--- src/rtl/wdog_pkg.sv ---
package wdog_pkg;
    localparam int DATA_W = 16;
    localparam int ADDR_W = 5;

    localparam logic [ADDR_W-1:0] OFF_RELOAD = 5'h00;
    localparam logic [ADDR_W-1:0] OFF_STAT_A = 5'h04;
    localparam logic [ADDR_W-1:0] OFF_STAT_B = 5'h06;
    localparam logic [ADDR_W-1:0] OFF_CTRL   = 5'h08;
    localparam logic [ADDR_W-1:0] OFF_INIT   = 5'h12;

    localparam int HALT_BIT     = 11;
    localparam int NOREBOOT_BIT = 5;
endpackage

--- src/rtl/wdog_prescaler.sv ---
module wdog_prescaler #(
    parameter int TICK_DIV = 30_000_000
) (
    input  logic clk,
    input  logic rst_n,
    input  logic run,
    input  logic restart,
    output logic tick
);
    localparam int PW = (TICK_DIV > 1) ? $clog2(TICK_DIV) : 1;
    localparam logic [PW-1:0] LAST = PW'(TICK_DIV - 1);

    logic [PW-1:0] div_d, div_q;

    always_comb begin
        tick  = run && (div_q == LAST);
        div_d = div_q + PW'(1);
        if (!run || restart || tick) begin
            div_d = '0;
        end
    end

    always_ff @(posedge clk) begin
        if (!rst_n) div_q <= '0;
        else        div_q <= div_d;
    end
endmodule

--- src/rtl/wdog_rdmux.sv ---
module wdog_rdmux
    import wdog_pkg::*;
#(
    parameter int CNT_W = 10
) (
    input  logic [ADDR_W-1:0]       addr,
    input  logic [CNT_W-1:0]        cnt,
    input  logic [CNT_W-1:0]        init_val,
    input  logic [DATA_W-CNT_W-1:0] init_hi,
    input  logic                    halt,
    input  logic                    sts_timeout,
    input  logic                    sts_rst,
    input  logic                    sts_blocked,
    output logic [DATA_W-1:0]       rd_data
);
    always_comb begin
        rd_data = '0;
        case (addr)
            OFF_RELOAD: rd_data[CNT_W-1:0] = cnt;
            OFF_STAT_A: rd_data[0] = sts_timeout;
            OFF_STAT_B: rd_data[1:0] = {sts_blocked, sts_rst};
            OFF_CTRL:   rd_data[HALT_BIT] = halt;
            OFF_INIT:   rd_data = {init_hi, init_val};
            default:    rd_data = '0;
        endcase
    end
endmodule

--- src/rtl/wdog_timer.sv ---
module wdog_timer
    import wdog_pkg::*;
#(
    parameter int TICK_DIV = 30_000_000,
    parameter int CNT_W    = 10,
    parameter int INIT_MIN = 4,
    parameter int INIT_RST = 4,
    parameter int SYS_W    = 8
) (
    input  logic              clk,
    input  logic              rst_n,
    input  logic              wr_en,
    input  logic [ADDR_W-1:0] addr,
    input  logic [DATA_W-1:0] wr_data,
    input  logic [SYS_W-1:0]  sys_ctrl,
    output logic [DATA_W-1:0] rd_data,
    output logic              wdt_rst
);
    localparam int HI_W = DATA_W - CNT_W;

    typedef struct packed {
        logic [CNT_W-1:0] cnt;
        logic [CNT_W-1:0] init_val;
        logic [HI_W-1:0]  init_hi;
        logic             halt;
        logic             sts_timeout;
        logic             sts_rst;
        logic             sts_blocked;
        logic             rst_pulse;
    } wdog_state_t;

    wdog_state_t st_d, st_q;
    logic tick, wr_reload, no_reboot;
    logic set_to, set_rst, set_blk, clr_to, clr_rst, clr_blk;
    logic unused_sys;

    assign wr_reload  = wr_en && (addr == OFF_RELOAD);
    assign no_reboot  = sys_ctrl[NOREBOOT_BIT];
    assign unused_sys = ^sys_ctrl;

    wdog_prescaler #(.TICK_DIV(TICK_DIV)) u_presc (
        .clk     (clk),
        .rst_n   (rst_n),
        .run     (!st_q.halt),
        .restart (wr_reload),
        .tick    (tick)
    );

    always_comb begin
        st_d           = st_q;
        st_d.rst_pulse = 1'b0;
        set_to  = 1'b0;
        set_rst = 1'b0;
        set_blk = 1'b0;
        clr_to  = 1'b0;
        clr_rst = 1'b0;
        clr_blk = 1'b0;

        if (wr_reload) begin
            st_d.cnt = st_q.init_val;
        end else if (tick) begin
            if (st_q.cnt == '0) begin
                st_d.cnt = st_q.init_val;
                if (st_q.sts_timeout) begin
                    if (!no_reboot) begin
                        st_d.rst_pulse = 1'b1;
                        set_rst        = 1'b1;
                    end else begin
                        set_blk = 1'b1;
                    end
                end else begin
                    set_to = 1'b1;
                end
            end else begin
                st_d.cnt = st_q.cnt - CNT_W'(1);
            end
        end

        if (wr_en) begin
            case (addr)
                OFF_INIT: begin
                    st_d.init_hi = wr_data[DATA_W-1:CNT_W];
                    if (wr_data[CNT_W-1:0] >= CNT_W'(INIT_MIN)) begin
                        st_d.init_val = wr_data[CNT_W-1:0];
                    end
                end
                OFF_CTRL:   st_d.halt = wr_data[HALT_BIT];
                OFF_STAT_A: clr_to = wr_data[0];
                OFF_STAT_B: begin
                    clr_rst = wr_data[0];
                    clr_blk = wr_data[1];
                end
                default: ;
            endcase
        end

        st_d.sts_timeout = (st_q.sts_timeout && !clr_to)  || set_to;
        st_d.sts_rst     = (st_q.sts_rst     && !clr_rst) || set_rst;
        st_d.sts_blocked = (st_q.sts_blocked && !clr_blk) || set_blk;
    end

    always_ff @(posedge clk) begin
        if (!rst_n) begin
            st_q.cnt         <= CNT_W'(INIT_RST);
            st_q.init_val    <= CNT_W'(INIT_RST);
            st_q.init_hi     <= '0;
            st_q.halt        <= 1'b1;
            st_q.sts_timeout <= 1'b0;
            st_q.sts_rst     <= 1'b0;
            st_q.sts_blocked <= 1'b0;
            st_q.rst_pulse   <= 1'b0;
        end else begin
            st_q <= st_d;
        end
    end

    wdog_rdmux #(.CNT_W(CNT_W)) u_rdmux (
        .addr        (addr),
        .cnt         (st_q.cnt),
        .init_val    (st_q.init_val),
        .init_hi     (st_q.init_hi),
        .halt        (st_q.halt),
        .sts_timeout (st_q.sts_timeout),
        .sts_rst     (st_q.sts_rst),
        .sts_blocked (st_q.sts_blocked),
        .rd_data     (rd_data)
    );

    assign wdt_rst = st_q.rst_pulse;

    logic [CNT_W-1:0] mon_cnt, mon_init;
    logic             mon_halt, mon_to;
    assign mon_cnt  = st_q.cnt;
    assign mon_init = st_q.init_val;
    assign mon_halt = st_q.halt;
    assign mon_to   = st_q.sts_timeout;
endmodule

--- config.mk ---
export PLATFORM = sky130hd
export DESIGN_NAME = wdog_timer
export DESIGN_NICKNAME = d
export VERILOG_FILES = /design/src/rtl/wdog_pkg.sv /design/src/rtl/wdog_prescaler.sv /design/src/rtl/wdog_rdmux.sv /design/src/rtl/wdog_timer.sv
export SDC_FILE = /design/constraint.sdc
export NUM_CORES = 1
export LEC_CHECK = 0
export BUFFER_PORTS_ARGS = -buffer_cell sky130_fd_sc_hd__buf_2
export CORE_ASPECT_RATIO = 1.5
export CORE_MARGIN = 5
export CORE_UTILIZATION = 59
export CTS_BUF_LIST = sky130_fd_sc_hd__clkbuf_8
export DETAILED_ROUTE_END_ITERATION = 16
export MAX_ROUTING_LAYER = met4
export PLACE_DENSITY = 0.91
export SLEW_MARGIN = 30
export SYNTH_ARGS = -nofsm -noshare
export SYNTH_HDL_FRONTEND = slang
export SYNTH_HIERARCHICAL = 1
export SYNTH_SLANG_ARGS = --single-unit
--- constraint.sdc ---
create_clock -name clk -period 2.9 [get_ports clk]
set_input_delay 0.87 -clock clk [delete_from_list [all_inputs] [get_ports clk]]
set_output_delay 0.87 -clock clk [all_outputs]
set_load 0.01 [all_outputs]
Yosys cells after proc, flatten, opt, wreduce, memory -nomap -nowiden
Index checks and enable logic that the tools add are counted.

operators by class
  $add $sub $neg = 2
  $lt $le $gt $ge = 1
  equality and inequality tests = 5
  multiplexer cells = 29
  bitwise logic cells = 1
  reductions and logical operators = 21

operators by type and width
  cell                                                  count
  two-way mux 10 bit                                    3
  adder 25 x 1 -> 25 bit, second input constant         1
  equality test 25 bit, second input constant           1
  two-way mux 1 bit                                     21
  case mux 8 bit (2 select lines)                       1
  equality test 5 x 3 -> 1 bit, second input constant   2
  >= comparator 10 x 3 -> 1 bit, second input constant  1
  zero test 10 bit                                      1
  subtractor 10 x 1 -> 10 bit, second input constant    1
  equality test 5 x 4 -> 1 bit, second input constant   1
  equality test 5 bit, second input constant            1
  logical AND 1 bit                                     5
  zero test 5 bit                                       1
  logical OR 1 bit                                      5
  zero test 1 bit                                       4
  two-way mux 4 bit                                     1
  case mux 1 bit (4 select lines)                       1
  AND reduction 2 bit                                   2
  case mux 1 bit (3 select lines)                       1
  AND reduction 3 bit                                   1
  case mux 1 bit (2 select lines)                       1
  nonzero test 2 bit                                    1
  OR reduction 2 bit                                    1
  inverter 1 bit                                        1

word-level totals
  register bits after elaboration = 56
  output and inout bits = 17

Longest topological paths before layout
  word-level depth = 6
  depth in mapped cells = 10
  mapped depth without buffers = 8

Hierarchy
The synthesis kept the hierarchy.

by module, submodules not included
  module          times used  cells each  area an instance (um2)  sequential area each (um2)
  wdog_timer      1           194         1582.8                  620.6
  wdog_prescaler  1           151         1248.7                  500.5
  wdog_rdmux      1           32          254.0                   0.0

Least setup slack after synthesis
Ideal clock, no wire load.

  path type = flip-flop to flip-flop
  from = register u_presc.div_q[0]
  to = register, netlist name mon_cnt[3]
  library setup time = 0.074 ns
  arrival time = 2.428 ns
  setup slack = 0.397 ns
  cell stages (with the launch flop) = 11
  period minus slack after synthesis = 2.503 ns
  path through = dfxtp_1 ha_1 nand4_1 or4_1 clkbuf_1 nor2_1 buf_2 or4b_1 nor2_1 nand3_1 a31oi_1

between the ends
  cells in the longest elaborated chain, start to end = 3

RTL lines
  element                       line                  RTL
  start: declaration            wdog_prescaler.sv:13  logic [PW-1:0] div_d, div_q;
  start signal: assignment      wdog_prescaler.sv:25  else div_q <= div_d;
  equality test 25 bit          wdog_prescaler.sv:16  tick = run && (div_q == LAST);
  logical AND 1 bit             wdog_prescaler.sv:16
  via tick                      wdog_timer.sv:33      logic tick, wr_reload, no_reboot;
  nonzero test 2 bit (no line)  n/a

The timed path passes the listed nets, and every way through them passes these cells.
A chain may end at the register's enable or synchronous reset.

Worst setup path in the final report
  from = input addr[4]
  to = output rd_data[8]

between the ends
  cells in the longest elaborated chain, start to end = 2

RTL lines
  element                                                        line              RTL
  start: declaration                                             wdog_timer.sv:13  input logic [ADDR_W-1:0] addr,
  equality test 5 bit / zero test 5 bit (equally long branches)  wdog_rdmux.sv:18  case (addr)
  case mux 8 bit (2 select lines) *                              wdog_rdmux.sv:18
  end: declaration                                               wdog_timer.sv:16  output logic [DATA_W-1:0] rd_data,

Every way passes the cells marked *; elsewhere a longest branch is shown, timed or not.

==> impl_metrics.ini <==
[drt]
remaining_drc_errors = 0
final_antenna_net_count = 0
finalWirelength_um = 7838
drt_first_pass_iters = 7
dr_total_vias = 3056
first_iter_violations = 245
via_per_inst = 6.249
post_drt_wl_per_cell_um = 16.03

[clock_tree]
htreeDepth = 2
cts.path.max_buffers = 2
ctsRootBufferMaster = clkbuf_8
cts_hold_buffers = 0
postCtsSetupRepairBufs = 0
cts_sinks = 56
postCtsResizedCells = 0
tritoncts_clock_tree = done
clkLatencyLatePin_ns = 0.32
clk_pin_slew_worst_paths_ns = 0.09
numCtsBuffers = 5

[finish]
multiInputGateArea_mm2 = 0.001813
fillers = 440
sequential_cell_area_mm2 = 0.001121
syn2layout_area_growth_pct = 13.79
insertedDiodeCount = 0
post_route_cells_drive_above_1_share = 0.2138
layout.cells.non_filler = 489
nets = 454

[global_routing]
first_global_vias = 3058
first_pass_grt_wire_length_um = 13480
grt_start_max_net_pins = 25
globalRouteOverflowTotal = 0
antenna_found_initial = 0
globalRouteTotalUtil = 0.2416

[place]
hpwlAfterDp_um = 5704
place.detailed.instances = 481
place.gp.congestion = 0.9473
port_buffers = 41

[synthesis]
postSynthAreaPerCell_um2 = 8.184
ys_dominant_reg_cell = dfxtp_1
syn-cell-area_mm2 = 0.003085
yosysWarningCount = 6
postSynthRegisterBits = 56
synth-seq-area-share = 0.3633
syn_inst = 377
synthesis.nets = 411
synth_enable_flop_cells = 0
ys_types = 66
asyncSetResetFlopFracSynth = 0

[hold_path]
min_from = st_q[9]
worst_hold_path_type = reg2reg

[sta]
final_cycle_share = 0.9747
timing_max_transition_violations_final = 0
timing_worst_slew_pin_value_ns = 0.8054
timing.fmax_mhz = 353.8
finalSetupViolCount = 0
finalHoldViolations = 0
max-slew-margin-rel = 0.4630
fin_worst_skew_ns = 0.01868
finalSetupTns_ns = 0
unrepaired_setup_endpoints_after_global_routing = false
final.min_clock_period_ns = 2.827

[critical_path]
critical_path.startpoint = addr[4]
timing.critical_path.arrival_ns = 1.96
slowest_stage = nor3_1
start_kind = input port
cp_data_required_time_ns = 2.03
cpMostUsedCell = buf_2
timing.critical_path.max_delay_family = simple AND/OR/NAND/NOR gates
critPathBufInv = 3
worstReg2RegStart = u_presc/div_q[0]
crit_type = in2out
crit_fanout = 10
worst_setup_path_end_kind = output pin
crit_chain = buf_2 > nor3_1 > and2_1 > buf_12 > a22o_1 > buf_2
max_stage_delay_ns = 0.29

[die]
rows = 32
floorplan.initialDensity = 0.6021
fp.dieArea_mm2 = 0.006806
die_width_um = 69.05
ios = 49
floorplan.die.height_um = 98.57
core_area_mm2 = 0.005125

[power]
power_density_mw_per_mm2 = 388.4
power.static_leakage_nw = 1.198
vdd.ir_drop.worst_mv = 0.3767

[status]
outcome = complete, no violations

[run]
cap_violations = 0
==> state kept, by name (all words and copies together), names as in the netlist <==
name	count
mon_cnt	10
mon_halt	1
mon_init	10
mon_to	1
st_q	8
u_presc/div_q	25
wdt_rst	1
==> cell usage after synthesis, types with 4 or more instances <==
master,instances,area [µm²]
a21oi_1,32,160.2
a22o_1,4,35.03
a22o_2,5,50.05
a31oi_1,8,50.05
and2_2,5,37.54
buf_2,7,35.03
clkbuf_1,8,30.03
dfxtp_1,56,1121
inv_1,11,41.29
nand2_1,46,172.7
nand3_1,14,70.07
nand4_1,16,100.1
nand4b_1,5,43.79
nor2_1,30,112.6
nor3_1,8,40.04
nor4_1,9,56.30
o21ai_0,17,85.08
or3_1,6,37.54
xnor2_1,10,87.58
xor2_1,4,35.03
==> routing by layer <==
| layer | track usage | up-vias | wire [µm] |
|---|---|---|---|
| li1 | - | 1481 | - |
| met1 | 0.2460 | 1420 | 2992 |
| met2 | 0.4397 | 130 | 4239 |
| met3 | 0.04184 | 25 | 417 |
| met4 | 0.1203 | 0 | 188 |
| met5 | - | - | 0 |
==> cell type report <==
cell class | count | area share
clock inverters | 3 | 0.01212
repair buffers | 55 | 0.09551
flip-flops and latches | 56 | 0.3193
multi-input cells | 290 | 0.5164
clock buffers | 5 | 0.01960
inverters | 12 | 0.01283
well taps | 68 | 0.02423
==> path summary, 6_finish.rpt <==
check	to	slack (ns)	cells after the start
hold reg to reg	st_q[9]	0.45	2
hold / removal	st_q[9]	0.45	2
setup reg to reg	mon_to	0.42	9
setup / recovery	rd_data[8]	0.07	6
==> worst reg2reg max path: cells and delay by family, from the launching register on <==
kind,cells,cell delay (ns)
buffers and inverters,1,0.19
AND/OR/NAND/NOR,5,1.29
flip-flops,1,0.40
adder cells (fa/ha/maj),1,0.19
AO/OA/AOI/OAI,2,0.35
==> cells by family (layout without fill, tap and decap cells) <==
group,after synthesis,count (layout),share of synthesized area
xor+xnor,14,14,0.03974
fa+ha+maj,2,2,0.008109
flops,56,56,0.3633
mux,3,3,0.009733
compound gates,93,93,0.1959
buf+inv,31,75,0.04907
simple gates,178,178,0.3342
==> per-stage QoR <==
step           total power (W)  instance area (µm²)  hold WS, ns    util  setup slack [ns]
3_5_place_dp         0.0008604                 3400       0.4432  0.6633           0.06570
3_3_place_gp         0.0008586                 3400       0.4379  0.6633            0.1292
5_1_grt               0.001406                 3511       0.4710  0.6851           0.02793
6_report              0.001364                 3511       0.4530  0.6851           0.07331
4_1_cts               0.001366                 3511       0.4555  0.6851           0.09674
2_1_floorplan        0.0008204                 3085       0.4317       -            0.3973
==> layout by cell type (no fill, tap or decap), types with 3 or more instances in the layout <==
cell       n
dfxtp_1   56
nand2_1   46
buf_2     41
a21oi_1   32
nor2_1    30
o21ai_0   17
nand4_1   16
nand3_1   14
buf_4     12
inv_1     11
xnor2_1   10
nor4_1     9
a31oi_1    8
nor3_1     8
or3_1      6
nand4b_1   5
clkbuf_8   5
a22o_2     5
and2_2     5
xor2_1     4
a22o_1     4
and3_1     3
nor2b_1    3
mux2i_1    3
or4_1      3
o31ai_1    3
a311oi_1   3
and2_1     3
nor4bb_1   3
==> report_power, final <==
group / switching, W / internal [W] / leakage [nW] / total, W
logic: 0.0000425 / 0.0000279 / 0.693 / 0.0000704
registers: 0.00000227 / 0.000771 / 0.451 / 0.000773
clock network: 0.000264 / 0.000256 / 0.0541 / 0.000520
Note: power is estimated with default switching activity, not from simulation.
